===== src/rtl/serial_port_pkg.sv =====
package serial_port_pkg;
    typedef enum logic [1:0] {
        LN_IDLE  = 2'd0,
        LN_START = 2'd1,
        LN_DATA  = 2'd2,
        LN_STOP  = 2'd3
    } line_state_e;
endpackage


===== src/rtl/sp_tx.sv =====
module sp_tx
    import serial_port_pkg::*;
#(
    parameter int DATA_W = 8,
    parameter int OSR    = 16
) (
    input  logic              clk,
    input  logic              rst_n,
    input  logic              tick,
    input  logic              load,
    input  logic [DATA_W-1:0] load_data,
    output logic              txd,
    output logic              done
);
    localparam int TW = $clog2(OSR);
    localparam int BW = $clog2(DATA_W);

    typedef struct packed {
        line_state_e       state;
        logic [TW-1:0]     tickcnt;
        logic [BW-1:0]     bitcnt;
        logic [DATA_W-1:0] shift;
        logic [DATA_W-1:0] hold;
        logic              hold_v;
        logic              txd;
        logic              done;
    } tx_st_t;

    tx_st_t q, d;

    always_comb begin
        d = q;
        d.done = 1'b0;
        if (load) begin
            d.hold   = load_data;
            d.hold_v = 1'b1;
        end
        case (q.state)
            LN_IDLE: begin
                if (tick && q.hold_v) begin
                    d.state   = LN_START;
                    d.shift   = q.hold;
                    d.hold_v  = load;
                    d.txd     = 1'b0;
                    d.tickcnt = '0;
                end
            end
            default: begin
                if (tick) begin
                    if (q.tickcnt == TW'(OSR - 1)) begin
                        d.tickcnt = '0;
                        case (q.state)
                            LN_START: begin
                                d.state  = LN_DATA;
                                d.bitcnt = '0;
                                d.txd    = q.shift[0];
                            end
                            LN_DATA: begin
                                if (q.bitcnt == BW'(DATA_W - 1)) begin
                                    d.state = LN_STOP;
                                    d.txd   = 1'b1;
                                end else begin
                                    d.bitcnt = q.bitcnt + 1'b1;
                                    d.shift  = q.shift >> 1;
                                    d.txd    = q.shift[1];
                                end
                            end
                            default: begin
                                d.state = LN_IDLE;
                                d.done  = 1'b1;
                            end
                        endcase
                    end else begin
                        d.tickcnt = q.tickcnt + 1'b1;
                    end
                end
            end
        endcase
    end

    always_ff @(posedge clk or negedge rst_n) begin
        if (!rst_n) begin
            q       <= '0;
            q.state <= LN_IDLE;
            q.txd   <= 1'b1;
        end else begin
            q <= d;
        end
    end

    assign txd  = q.txd;
    assign done = q.done;

    // a completed frame leaves the line idle and high
    a_r2_done_line_idle: assert property (@(posedge clk) disable iff (!rst_n)
        q.done |-> (q.state == LN_IDLE) && q.txd);
endmodule


===== src/rtl/sp_rx.sv =====
module sp_rx
    import serial_port_pkg::*;
#(
    parameter int DATA_W = 8,
    parameter int OSR    = 16
) (
    input  logic              clk,
    input  logic              rst_n,
    input  logic              tick,
    input  logic              rxd,
    output logic              push,
    output logic [DATA_W-1:0] push_data
);
    localparam int TW = $clog2(OSR);
    localparam int BW = $clog2(DATA_W);

    typedef struct packed {
        logic [1:0]        sync;
        line_state_e       state;
        logic [TW-1:0]     tickcnt;
        logic [BW-1:0]     bitcnt;
        logic [DATA_W-1:0] shift;
        logic              push;
        logic [DATA_W-1:0] data;
    } rx_st_t;

    rx_st_t q, d;
    logic   line;

    assign line = q.sync[1];

    always_comb begin
        d = q;
        d.sync = {q.sync[0], rxd};
        d.push = 1'b0;
        case (q.state)
            LN_IDLE: begin
                if (tick && !line) begin
                    d.state   = LN_START;
                    d.tickcnt = '0;
                end
            end
            LN_START: begin
                if (tick) begin
                    if (q.tickcnt == TW'(OSR / 2 - 1)) begin
                        d.tickcnt = '0;
                        d.bitcnt  = '0;
                        d.state   = line ? LN_IDLE : LN_DATA;
                    end else begin
                        d.tickcnt = q.tickcnt + 1'b1;
                    end
                end
            end
            LN_DATA: begin
                if (tick) begin
                    if (q.tickcnt == TW'(OSR - 1)) begin
                        d.tickcnt = '0;
                        d.shift   = {line, q.shift[DATA_W-1:1]};
                        if (q.bitcnt == BW'(DATA_W - 1)) d.state = LN_STOP;
                        else d.bitcnt = q.bitcnt + 1'b1;
                    end else begin
                        d.tickcnt = q.tickcnt + 1'b1;
                    end
                end
            end
            default: begin
                if (tick) begin
                    if (q.tickcnt == TW'(OSR - 1)) begin
                        d.tickcnt = '0;
                        d.state   = LN_IDLE;
                        if (line) begin
                            d.push = 1'b1;
                            d.data = q.shift;
                        end
                    end else begin
                        d.tickcnt = q.tickcnt + 1'b1;
                    end
                end
            end
        endcase
    end

    always_ff @(posedge clk or negedge rst_n) begin
        if (!rst_n) begin
            q       <= '0;
            q.sync  <= 2'b11;
            q.state <= LN_IDLE;
        end else begin
            q <= d;
        end
    end

    assign push      = q.push;
    assign push_data = q.data;

    // a byte is only delivered after the stop-bit state
    a_r4_push_from_stop: assert property (@(posedge clk) disable iff (!rst_n)
        q.push |-> $past(q.state) == LN_STOP);
endmodule


===== src/rtl/sp_rxq.sv =====
module sp_rxq #(
    parameter int DATA_W = 8,
    parameter int DEPTH  = 3
) (
    input  logic              clk,
    input  logic              rst_n,
    input  logic              push,
    input  logic [DATA_W-1:0] push_data,
    input  logic              pop,
    output logic [DATA_W-1:0] head,
    output logic [$clog2(DEPTH+1)-1:0] count,
    output logic              drop
);
    localparam int CW = $clog2(DEPTH + 1);
    localparam int PW = (DEPTH > 1) ? $clog2(DEPTH) : 1;

    typedef struct packed {
        logic [DEPTH-1:0][DATA_W-1:0] mem;
        logic [PW-1:0]                rp;
        logic [PW-1:0]                wp;
        logic [CW-1:0]                cnt;
    } q_st_t;

    q_st_t q, d;
    logic  do_pop, do_push;

    function automatic logic [PW-1:0] wrap_inc(input logic [PW-1:0] p);
        return (p == PW'(DEPTH - 1)) ? '0 : p + 1'b1;
    endfunction

    always_comb begin
        d       = q;
        do_pop  = pop && (q.cnt != '0);
        do_push = push && ((q.cnt != CW'(DEPTH)) || do_pop);
        drop    = push && !do_push;
        if (do_push) begin
            d.mem[q.wp] = push_data;
            d.wp        = wrap_inc(q.wp);
        end
        if (do_pop) d.rp = wrap_inc(q.rp);
        case ({do_push, do_pop})
            2'b10:   d.cnt = q.cnt + 1'b1;
            2'b01:   d.cnt = q.cnt - 1'b1;
            default: d.cnt = q.cnt;
        endcase
    end

    always_ff @(posedge clk or negedge rst_n) begin
        if (!rst_n) q <= '0;
        else        q <= d;
    end

    assign head  = q.mem[q.rp];
    assign count = q.cnt;

    // occupancy never exceeds the queue depth
    a_r5_count_bound: assert property (@(posedge clk) disable iff (!rst_n)
        q.cnt <= CW'(DEPTH));
endmodule


===== src/rtl/serial_port_core.sv =====
module serial_port_core #(
    parameter int DATA_W = 8,
    parameter int OSR    = 16,
    parameter int DEPTH  = 3
) (
    input  logic              clk,
    input  logic              rst_n,
    input  logic              baud_tick,
    input  logic              rxd,
    output logic              txd,
    input  logic              wr_en,
    input  logic [DATA_W-1:0] wdata,
    input  logic              rd_en,
    output logic [DATA_W-1:0] rdata,
    input  logic              clr_tx_done,
    input  logic              clr_rx_avail,
    input  logic              clr_ovf,
    input  logic              irq_en,
    output logic              tx_done,
    output logic              rx_avail,
    output logic              rx_ovf,
    output logic              irq
);
    localparam int CW = $clog2(DEPTH + 1);

    typedef struct packed {
        logic [DATA_W-1:0] rdata;
        logic              txdone;
        logic              rxavail;
        logic              ovf;
    } top_st_t;

    top_st_t           q, d;
    logic              tx_fin, rx_push, q_drop, pop_ok, empty_after;
    logic [DATA_W-1:0] rx_byte, q_head;
    logic [CW-1:0]     q_cnt;

    sp_tx #(.DATA_W(DATA_W), .OSR(OSR)) u_tx (
        .clk(clk), .rst_n(rst_n), .tick(baud_tick), .load(wr_en),
        .load_data(wdata), .txd(txd), .done(tx_fin)
    );

    sp_rx #(.DATA_W(DATA_W), .OSR(OSR)) u_rx (
        .clk(clk), .rst_n(rst_n), .tick(baud_tick), .rxd(rxd),
        .push(rx_push), .push_data(rx_byte)
    );

    sp_rxq #(.DATA_W(DATA_W), .DEPTH(DEPTH)) u_q (
        .clk(clk), .rst_n(rst_n), .push(rx_push), .push_data(rx_byte),
        .pop(rd_en), .head(q_head), .count(q_cnt), .drop(q_drop)
    );

    always_comb begin
        d           = q;
        pop_ok      = rd_en && (q_cnt != '0);
        empty_after = (q_cnt == '0) || ((q_cnt == CW'(1)) && pop_ok);
        if (pop_ok) d.rdata = q_head;
        d.txdone  = (q.txdone && !clr_tx_done) || tx_fin;
        d.rxavail = (q.rxavail && !(clr_rx_avail && empty_after)) || rx_push;
        d.ovf     = (q.ovf && !clr_ovf) || q_drop;
    end

    always_ff @(posedge clk or negedge rst_n) begin
        if (!rst_n) q <= '0;
        else        q <= d;
    end

    assign rdata    = q.rdata;
    assign tx_done  = q.txdone;
    assign rx_avail = q.rxavail;
    assign rx_ovf   = q.ovf;
    assign irq      = irq_en && (q.txdone || q.rxavail);

    // a dropped byte is reported as overrun
    a_r5_drop_sets_ovf: assert property (@(posedge clk) disable iff (!rst_n)
        q_drop |=> rx_ovf);
    // overrun holds without a clear
    a_r6_ovf_sticky: assert property (@(posedge clk) disable iff (!rst_n)
        rx_ovf && !clr_ovf |=> rx_ovf);
    // transmit flag holds without a clear
    a_r3_txdone_hold: assert property (@(posedge clk) disable iff (!rst_n)
        tx_done && !clr_tx_done |=> tx_done);
    // clear refused while two or more bytes are queued
    a_r7_rxavail_refuse: assert property (@(posedge clk) disable iff (!rst_n)
        rx_avail && clr_rx_avail && (q_cnt >= CW'(2)) |=> rx_avail);
    // reading an empty queue leaves the data output alone
    a_r8_empty_read_stable: assert property (@(posedge clk) disable iff (!rst_n)
        rd_en && (q_cnt == '0) |=> $stable(rdata));
    // the receive flag rises only with data queued
    a_r4_rxavail_nonempty: assert property (@(posedge clk) disable iff (!rst_n)
        $rose(rx_avail) |-> (q_cnt != '0));
endmodule


===== config.mk =====
export PLATFORM = sky130hd
export DESIGN_NAME = serial_port_core
export DESIGN_NICKNAME = d
export VERILOG_FILES = /design/src/rtl/serial_port_pkg.sv /design/src/rtl/sp_tx.sv /design/src/rtl/sp_rx.sv /design/src/rtl/sp_rxq.sv /design/src/rtl/serial_port_core.sv
export SDC_FILE = /design/constraint.sdc
export NUM_CORES = 1
export LEC_CHECK = 0
export ABC_CLOCK_PERIOD_IN_PS = 1700
export BUFFER_PORTS_ARGS = -buffer_cell sky130_fd_sc_hd__buf_2
export CAP_MARGIN = 0
export CORE_UTILIZATION = 54
export CTS_CLUSTER_SIZE = 10
export DETAILED_ROUTE_END_ITERATION = 12
export PLACE_DENSITY = 0.72
export SYNTH_ARGS = -nofsm -noshare
export SYNTH_HDL_FRONTEND = slang
export SYNTH_SLANG_ARGS = --single-unit

===== constraint.sdc =====
create_clock -name clk -period 1.7 [get_ports clk]
set_input_delay 0.17 -clock clk [delete_from_list [all_inputs] [get_ports clk]]
set_output_delay 0.17 -clock clk [all_outputs]
set_load 0.05 [all_outputs]

==> results of run 1 <==
-- kinds of logic (layout without fill, tap and decap cells) --
| logic type | Yosys count | in the layout | share of synthesized area, % |
|---|---|---|---|
| and+or+nand+nor | 88 | 89 | 10.64 |
| xor gates and xnor gates | 4 | 4 | 0.7927 |
| adders and majority gates | 14 | 14 | 3.963 |
| AOI/OAI and AO/OA | 63 | 63 | 9.454 |
| buffers and inverters | 30 | 106 | 2.944 |
| DFF | 97 | 97 | 55.00 |
| muxes | 69 | 69 | 17.21 |
-- synthesized netlist by cell type, drive strengths merged --
library cell and number:
inv 15, a22o 9, o2bb2ai 1, nor3 5
dfstp 3, o22a 1, nand2 39, o211ai 3
or2 1, nor4 1, o32ai 1, a31oi 3
o31ai 1, o21ai 22, nand2b 5, buf 7
nor2b 4, mux2i 13, a211oi 1, or3 1
xnor2 3, a22oi 1, xor2 1, and3 3
nand3 10, mux2 56, a21o 8, clkbuf 8
ha 14, nor2 10, nor3b 3, a21oi 11
nand4bb 1, o21a 1, dfrtp 94, nand4 2
nand3b 1, and3b 1, and2 1
-- state kept, by name, indices dropped and copies added, names as in the netlist, 2 cells and up --
register and flops:
u_q.q 28, u_tx.q 26, u_rx.q 17, rdata 8, u_rx.push_data 8, u_q.count 2
-- metal layers --
| layer | wire length, microns | vias to the layer above | GRT usage, % | share of wire [%] |
|---|---|---|---|---|
| met2 | 4090 | 43 | 35.12 | 49 |
| met1 | 3940 | 1488 | 28.56 | 47 |
| met3 | 218 | 15 | 4.269 | 2.6 |
| met4 | 145 | 0 | 6.771 | 1.7 |
| met5 | 0 | - | 0 | 0 |
| li1 | - | 1431 | - | - |
-- area by class of cell --
type	count	area, sq um	area share [%]
Sequential cell	97	2431	44.63
Clock inverter	7	85.08	1.562
Clock buffer	9	123.9	2.274
Inverter	15	58.81	1.079
Timing Repair Buffer	75	571.8	10.50
Multi-Input combinational cell	239	2049	37.62
Tap cell	102	127.6	2.343
-- layout by cell type, fill, tap and decap left out, types with 3 or more instances in the layout --
| cell type | n |
|---|---|
| a21o_1 | 8 |
| a21oi_1 | 11 |
| a22o_1 | 9 |
| a31oi_1 | 3 |
| buf_12 | 6 |
| buf_2 | 30 |
| buf_4 | 36 |
| clkbuf_8 | 9 |
| clkinv_4 | 3 |
| dfrtp_1 | 94 |
| dfstp_2 | 3 |
| ha_1 | 8 |
| ha_2 | 3 |
| ha_4 | 3 |
| inv_1 | 10 |
| inv_2 | 4 |
| mux2_2 | 28 |
| mux2_4 | 28 |
| mux2i_1 | 13 |
| nand2_1 | 37 |
| nand2b_1 | 4 |
| nand3_1 | 10 |
| nor2_1 | 10 |
| nor2b_1 | 3 |
| nor3_1 | 3 |
| o21ai_0 | 20 |
| xnor2_1 | 3 |
-- power by group --
group / leakage [nW] / switching (mW) / internal (mW) / total (mW)
Combinational: 1.33 / 1.02 / 1.13 / 2.14
Sequential: 1.27 / 0.345 / 2.66 / 3.01
Clock: 0.106 / 0.854 / 0.709 / 1.56
Total: 2.70 / 2.22 / 4.50 / 6.71
-- path summary, 6_finish.rpt --
path / from / endpoint / slack (ns)
worst max-delay path: u_q.count[1] / u_q.q[9] / -0.07
worst min-delay path: clr_ovf / rx_ovf / 0.005
worst max register to register: u_q.count[1] / u_q.q[9] / -0.07
worst min register to register: u_rx.d[27] / u_rx.line / 0.36
max in group asynchronous: rst_n / u_rx.d[27] / 0.84
min in group asynchronous: rst_n / u_q.q[10] / 0.25
-- repair_timing --
item                                    CTS  global route
endpoints found under the hold margin    25             0
hold buffers                              2             0
endpoints found under the setup margin   31            53
gates cloned                              1             1
resized for setup                        30            16
pin swaps                                 5             3
setup buffers                             2             7
-- per-stage QoR --
| stage | instance area [sq um] | TNS [ns] | setup WS [ns] | util [%] |
|---|---|---|---|---|
| 2_1_floorplan | 4446 | -1.110 | -0.05822 | - |
| 6_report | 5448 | -0.3968 | -0.06521 | 69.78 |
| 3_3_place_gp | 4977 | -1.385 | -0.1553 | 63.75 |
| 3_5_place_dp | 4977 | -3.337 | -0.2405 | 63.75 |
| 4_1_cts | 5340 | -0.5097 | -0.06585 | 68.40 |
| 5_1_grt | 5448 | -1.741 | -0.1104 | 69.78 |
==> results.md, run 1 <==
- Max Root-Sink Buffers: 2
- Synth Warn #: 0
- Total power: 6.714 mW
- Unrepaired setup endpoints after global routing: yes
- Die height: 92.48 microns
- Rel. slew slack: 61.31%
- Worst path depth: 7
- Clock Latency Late Sink: 0.37 ns
- Yosys cell types: 49
- Drt drc: 0
- Final setup violation count: 15
- Setup CP Type: flip-flop to flip-flop
- Seq/Total Area, Yosys: 55.00%
- Clk Tree Root Cell: clkbuf_8
- Minimum clock period after layout: 1.765 ns
- Vias/cell: 5.472
- Maximum vdd ir drop: 771.9 uV
- Crit-path max FO: 7
- Global-route wire length before repair: 14.27 mm
- Core Area: 7807 sq um
- Initial Util: 56.62%
- Hold slack final: 0.004654 ns
- CTS Sinks: 97
- PwrDens: 1232 nW/um^2
- Fmax: 566.5 MHz
- CP bufs+invs: 2
- Mapped Cells: 365
- Count of final hold-check violations: 0
- Tcrit/Tclk final: 103.8%
- Cell Rows: 32
- Final WS setup: -0.06521 ns
- Initial antenna violation count: 0
- DR pass1 iterations: 4
- Hold Path Cell Cnt: 2
- Top cells by area, synth: dfrtp_1 (53%), mux2_2 (14%), ha_1 (4.0%)
- Status: finished with violations
- CTS buffer count: 9
- H-tree levels: 3
- DRT iter0 DRCs: 149
- Critical path arrival: 2.02 ns
- Syn Area/Cell: 12.11 sq um
- Synth-to-layout area growth: 23.24%
- Syn_nets: 397
- Yosys top cell area share: 53.21%
- CP endpoint kind: flip-flop
- Clock skew: 0.01647 ns
- #FFs+latches synth: 97
- CP delay by family, top: simple AND/OR/NAND/NOR gates
- Worst setup SP type: flip-flop
- Failing checks: setup timing
- Critical Path Max Stage Delay: 0.45 ns
- Port Buffers: 30
- Antenna Nets Post-Route: 0
- Worst EP required: 1.95 ns
- Area leader, netlist: dfrtp_1
- Worst Tran Pin Value: 0.5804 ns
- Die Footprint: 8552 sq um
- IO Count: 31
- Reg2reg path depth: 7
- CTS clk-pin slew, worst paths: 0.09 ns
- Fin. max-slew vios: 0
- # fillers: 547
- WL final: 8.394 mm
- Leakage: 2.697 nW
- GRT Total Usage: 21.36%
- GP Congestion: 0.7840
- Largest net degree at the start of global routing: 43
- Worst min-delay path class: input pin to flip-flop
- Finished Layout Cells: 544
- Share of layout cells above drive strength 1: 39.14%
- Cell Area, Synth: 4420 sq um
- Die W: 92.48 microns
- Placed Cells: 517
- Max-cap violations: 0
- DR WL/cell: 15.43 microns
- Crit-path cells: inv_2, ha_4, nand2b_4, inv_4, o21ai_4, or3_4, mux2_4
- Total global routing overflow: 0
- Hpwl dp: 5.666 mm
- CTS tree: done
- Vias after detailed routing: 2977
- Final net count: 469
- N_diodes: 0
- Slowest CP cell: or3_4
- Vias in the first global route: 3050
Note: power is estimated with default switching activity, not from simulation.
==> run 2, diff against run 1 <==
--- a/config.mk
+++ b/config.mk
@@ -5,12 +5,14 @@
 export SDC_FILE = /design/constraint.sdc
 export NUM_CORES = 1
 export LEC_CHECK = 0
+export ABC_AREA = 1
 export ABC_CLOCK_PERIOD_IN_PS = 1700
 export BUFFER_PORTS_ARGS = -buffer_cell sky130_fd_sc_hd__buf_2
 export CAP_MARGIN = 0
 export CORE_UTILIZATION = 54
 export CTS_CLUSTER_SIZE = 10
 export DETAILED_ROUTE_END_ITERATION = 12
+export MAX_ROUTING_LAYER = met4
 export PLACE_DENSITY = 0.72
 export SYNTH_ARGS = -nofsm -noshare
 export SYNTH_HDL_FRONTEND = slang
==> results.md, run 2 <==
- Status: finished, final reports clean
- Global Route met1 Usage: 27.67%
- Synth Warn #: 0
- Cell Rows: 33
- Vias/cell: 5.004
- DRT iter0 DRCs: 164
- Total global routing overflow: 0
- Fin Setup TNS: 0 ns
- #FFs+latches synth: 97
- Vias after detailed routing: 3393
- Clk Tree Root Cell: clkbuf_8
- CP delay by family, top: adder cells
- Die Footprint: 8855 sq um
- Tcrit/Tclk final: 90.97%
- Final net count: 600
- Crit-path max FO: 12
- N_diodes: 0
- Core Area: 8217 sq um
- Mapped Cells: 514
- Slowest CP cell: dfrtp_1
- Critical Path Max Stage Delay: 0.39 ns
- Synth-to-layout area growth: 14.80%
- Area of placed instances: 4880 sq um
- Initial Util: 55.75%
- Minimum clock period after layout: 1.546 ns
- Commonest non-fill, non-tap cell in the layout: nand2_1
- DR WL/cell: 12.04 microns
- Worst EP required: 1.98 ns
- Die height: 94.10 microns
- Top-count cell post-synth: nand2_1
- Crit-path cells: ha_1, ha_2, inv_1, nand2_1, inv_2, nor2_1, nor2_4, buf_12, nand3_1, o21ai_1
- # fillers: 692
- H-tree levels: 3
- PwrDens: 1230 nW/um^2
- Global-route wire length before repair: 14.20 mm
- Setup CP Type: flip-flop to flip-flop
- Clock skew: 0.01495 ns
- Biggest regs: u_q.q x28, u_tx.q x26, u_rx.q x17
- Fin. max-slew vios: 0
- Grt met3 use: 4.045%
- Worst setup SP type: flip-flop
- CTS clk-pin slew, worst paths: 0.09 ns
- Syn_nets: 546
- GR Util met2: 33.27%
- Area leader, netlist: dfrtp_1
- Maximum vdd ir drop: 698.4 uV
- Top cells by area, synth: dfrtp_1 (51%), nand2_1 (14%), o21ai_0 (5.2%)
- Worst min-delay path class: input pin to flip-flop
- Leakage: 2.655 nW
- GRT Total Usage: 21.17%
- Syn Area/Cell: 8.912 sq um
- Antenna Nets Post-Route: 0
- CP endpoint kind: flip-flop
- Finished Layout Cells: 678
- Unrepaired setup endpoints after global routing: yes
- Cell Area, Synth: 4581 sq um
- Seq/Total Area, Yosys: 53.07%
- Final setup violation count: 0
- Initial antenna violation count: 0
- Rel. slew slack: 76.37%
- Drt drc: 0
- Fmax: 646.6 MHz
- Post-synthesis async set-or-reset flop share: 100.0%
- Yosys cell types: 35
- Max Root-Sink Buffers: 2
- CTS Sinks: 97
- Top cells by count, synth: nand2_1 (171), dfrtp_1 (94), inv_1 (58), o21ai_0 (48), nand3_1 (27)
- Vias in the first global route: 3169
- CTS buffer count: 9
- Count of final hold-check violations: 0
- GP Congestion: 0.8763
- Largest reg by FF count: u_q.q
- Critical path arrival: 1.83 ns
- Busiest grt layer: met2
- CTS tree: done
- Max FFs per register: 28
- DR pass1 iterations: 4
- Die W: 94.10 microns
- Largest net degree at the start of global routing: 38
- Post-synth EDFFs: 0
- Placed Cells: 648
- Final Cell Area: 5259 sq um
- Hold slack final: 0.01882 ns
- Max-cap violations: 0
- Yosys top cell area share: 51.35%
- Worst Tran Pin Value: 0.3544 ns
- Share of layout cells above drive strength 1: 19.72%
- Port Buffers: 30
- Hpwl dp: 5.945 mm
- IO Count: 31
- Clock Latency Late Sink: 0.36 ns
- Commonest non-fill, non-tap cells in the layout: nand2_1 (170), dfrtp_1 (93), inv_1 (57), o21ai_0 (47), buf_2 (29)
- Synth Flop Type: dfrtp_1
- CP bufs+invs: 3
- WL final: 8.163 mm
run 2: changes by cell type after synthesis, sizes merged, moves of 6 or more:
cell	before	now
a22o	9	0
inv	15	64
a21o	8	1
mux2i	13	1
o21ai	22	68
a21oi	11	5
mux2	56	1
nor2	10	23
nand3	10	32
nand2	39	180
o22ai	0	6
run 2: path summary, 6_finish.rpt:
check                            from  cells after the start  slack, ns    endpoint
setup / recovery           u_tx.q[19]                     10       0.15  u_tx.q[18]
hold / removal               wdata[2]                      3       0.02   u_tx.q[5]
setup reg to reg           u_tx.q[19]                     10       0.15  u_tx.q[18]
hold reg to reg            u_rx.d[27]                      0       0.36   u_rx.line
max in group asynchronous       rst_n                      3       0.87   u_rx.line
min in group asynchronous       rst_n                      2       0.25    rdata[2]
run 2: power breakdown:
group / leakage, nW / switching, mW / internal, mW
logic: 1.25 / 1.15 / 0.700
clock network: 0.127 / 0.788 / 1.02
registers: 1.28 / 0.217 / 2.59
total: 2.65 / 2.16 / 4.31
run 2: worst min-delay path: cells and delay by family:
family | cells | cell delay [ns]
buf+inv | 1 | 0.08
simple gates | 1 | 0.04
compound gates | 1 | 0.05
run 2: metrics by stage:
| step | power [mW] | util, % | setup slack, ns |
|---|---|---|---|
| finish | 6.467 | 64.00 | 0.1535 |
| global route | 6.900 | 64.00 | -0.004518 |
| CTS | 6.448 | 63.04 | 0.02013 |
| detailed placement | 4.621 | 59.39 | 0.04627 |
| global placement | 4.578 | 59.39 | 0.1646 |
| floorplan | 4.070 | - | 0.08390 |
run 2: kinds of logic (layout without fill, tap and decap cells):
kind of cell,Yosys count,after routing,share of synthesized area [%]
XOR/XNOR,3,3,0.5737
AND/OR/NAND/NOR,240,240,23.63
buffers and inverters,74,133,7.266
flip-flops,97,97,53.07
adder cells (fa/ha/maj),14,14,3.824
multiplexers,2,2,0.4643
AO/OA/AOI/OAI,84,84,11.17
run 2: metal layers:
layer / part of all wire, % / routed length [microns]
met3: 2.6 / 212
met5: 0 / 0
met2: 47 / 3875
met4: 1.4 / 114
met1: 49 / 3960
run 2: cell type report:
type | instances | area [sq um] | area share (%)
clock buffers | 10 | 137.6 | 2.617
clock inverters | 6 | 112.6 | 2.141
inverters | 64 | 247.7 | 4.711
multi-input cells | 343 | 1822 | 34.64
flip-flops and latches | 97 | 2432 | 46.25
well taps | 105 | 131.4 | 2.498
repair buffers | 53 | 375.4 | 7.138
run 2: repair_timing:
action                                  in CTS  in global routing
endpoints found under the hold margin       27                  0
hold buffers                                 5                  0
gates resized for setup                      0                  7
buffers inserted                             0                  9
endpoints found under the setup margin       0                 15
==> run 3, diff against run 2 <==
--- a/config.mk
+++ b/config.mk
@@ -7,7 +7,7 @@
 export LEC_CHECK = 0
 export ABC_AREA = 1
 export ABC_CLOCK_PERIOD_IN_PS = 1700
-export BUFFER_PORTS_ARGS = -buffer_cell sky130_fd_sc_hd__buf_2
+export BUFFER_PORTS_ARGS = -buffer_cell sky130_fd_sc_hd__buf_4
 export CAP_MARGIN = 0
 export CORE_UTILIZATION = 54
 export CTS_CLUSTER_SIZE = 10
==> results.md, run 3 (synthesis gave the netlist of run 2 again) <==
- Tcrit/Tclk final: 92.74%
- Status: finished, final reports clean
- CP endpoint: u_tx.q[18]
- Clock skew: 0.009186 ns
- Worst EP required: 1.98 ns
- DRT iter0 DRCs: 200
- Fmax: 634.3 MHz
- Min-Delay Startpoint: wdata[6]
- Internal Pwr Total: 4.280 mW
- Most frequent cell on the critical path: ha_1
- Core Area: 8217 sq um
- CTS buffer count: 9
- Slowest CP cell: dfrtp_1
- Max-cap violations: 0
- Origin of the critical flop-to-flop path: u_tx.q[19]
- Switching Fraction: 33.44%
- Vias after detailed routing: 3425
- Vias/cell: 5.037
- Commonest non-fill, non-tap cell in the layout: nand2_1
- Die Footprint: 8855 sq um
- Share of layout cells above drive strength 1: 19.83%
- Clock share of power: 26.6%
- RR Endpoint: u_tx.q[18]
- Hpwl dp: 5.713 mm
- Max FFs per register: 28
- CTS clk-pin slew, worst paths: 0.09 ns
- Initial antenna violation count: 0
- Reg2reg path depth: 10
- Final WS setup: 0.1233 ns
- Worst Tran Pin Value: 0.3123 ns
- Worst min-delay path class: input pin to flip-flop
- Setup CP Type: flip-flop to flip-flop
- DR pass1 iterations: 5
- Maximum vdd ir drop: 526.6 uV
- Global-route wire length before repair: 13.91 mm
- Critical path arrival: 1.86 ns
- Final setup violation count: 0
- DR WL/cell: 11.95 microns
- CP bufs+invs: 3
- Unrepaired setup endpoints after global routing: yes
- GRT Total Usage: 20.78%
- Final Util: 64.81%
- Worst path depth: 10
- Vias in the first global route: 3194
- N_diodes: 0
- Port Buffers: 30
- Count of final hold-check violations: 0
- Synth-to-layout area growth: 16.25%
- Drt drc: 0
- Clock Latency Late Sink: 0.35 ns
- Critical Path Max Stage Delay: 0.40 ns
- Leakage: 2.678 nW
- CTS tree: done
- WL final: 8.123 mm
- Fin Setup TNS: 0 ns
- CTS Sinks: 97
- Largest reg by FF count: u_q.q
- Largest net degree at the start of global routing: 58
- Fin. max-slew vios: 0
- IO Count: 31
- Max Root-Sink Buffers: 2
- Initial Util: 55.75%
- Die height: 94.10 microns
- Clk Tree Root Cell: clkbuf_8
- Die W: 94.10 microns
- Minimum clock period after layout: 1.577 ns
- CP delay by family, top: adder cells
- Crit-path cells: ha_1, ha_1, inv_1, nand2_1, inv_2, nor2_1, nor2_4, buf_12, nand3_1, o21ai_1
- Comb pwr share: 29.9%
- Commonest non-fill, non-tap cells in the layout: nand2_1 (170), dfrtp_1 (94), inv_1 (57), buf_4 (48), o21ai_0 (47)
- Hold Path Cell Cnt: 3
- H-tree levels: 3
- Worst setup SP type: flip-flop
- Crit. Startpoint: u_tx.q[19]
- Crit-path max FO: 12
- Rel. slew slack: 79.18%
- Final net count: 602
- PwrDens: 1208 nW/um^2
- Flop pwr share: 43.5%
- Total global routing overflow: 0
- Worst slack at placement: 0.05862 ns
- R2R setup slack: 0.12 ns
- Biggest regs: u_q.q x28, u_tx.q x26, u_rx.q x17
- CP endpoint kind: flip-flop
- Cell Rows: 33
- Antenna Nets Post-Route: 0
- GP Congestion: 0.8196
- Psw: 2.151 mW
## run 3: changes by cell type in the layout (fill, tap and decap cells not counted)
cell           delta
dfrtp_1           +1
clkinv_2          -1
dfrtp_2           -1
bufinv_16         -1
ha_1              +1
clkinv_4          +1
ha_2              -1
dlygate4sd3_1     -1
clkbuf_8          +1
buf_2            -29
buf_4            +32
inv_4             -1
inv_2             +1
## run 3: worst min-delay path by stage
stage                      to  slack (ns)
finish              u_tx.q[9]        0.02
global route        u_tx.q[7]       0.007
CTS                 u_tx.q[9]       0.002
detailed placement   rdata[3]        0.17
global placement     u_q.q[5]        0.17
floorplan            rdata[0]       -0.13
## run 3: what timing repair did
action | in CTS | in global routing
gates resized for setup | 0 | 4
buffers inserted | 0 | 12
endpoints found under the hold margin | 97 | 0
hold buffers | 4 | 0
setup endpoints to repair | 0 | 38
## run 3: per-stage QoR
step	cells	hold slack [ns]	power (mW)	area (sq um)
final	680	0.02223	6.431	5325
after CTS	668	0.001655	6.355	5230
after global placement	648	0.1672	4.564	4952
after global routing	680	0.006618	6.882	5325
after detailed placement	648	0.1703	4.612	4952
after floorplan	514	-0.1256	4.070	4581
## run 3: final cells by class
class | count | area (sq um)
flip-flops and latches | 97 | 2431
multi-input cells | 343 | 1819
clock buffers | 11 | 151.4
clock inverters | 5 | 86.33
inverters | 64 | 245.2
repair buffers | 55 | 460.4
well taps | 105 | 131.4
fillers | 657 | 2892
## run 3: routing by layer
layer	wire [microns]	global-route usage, %	vias to the layer above
li1	-	-	1751
met4	89	7.692	0
met1	3886	27.25	1611
met3	248	3.803	8
met2	3898	32.36	55
met5	0	-	-
## run 3: power by group through the flow
stage	logic, mW	registers, mW	clock network (mW)
after CTS	1.79	2.81	1.76
after detailed placement	1.76	2.85	0
final	1.92	2.80	1.71
after global routing	2.20	2.84	1.85
after floorplan	1.22	2.85	0
after global placement	1.72	2.85	0
## run 3: tightest hold or removal path: cells and delay by family
family / cells / cell delay, ns
buffers and inverters: 1 / 0.07
AOI/OAI and AO/OA: 1 / 0.06
and+or+nand+nor: 1 / 0.04
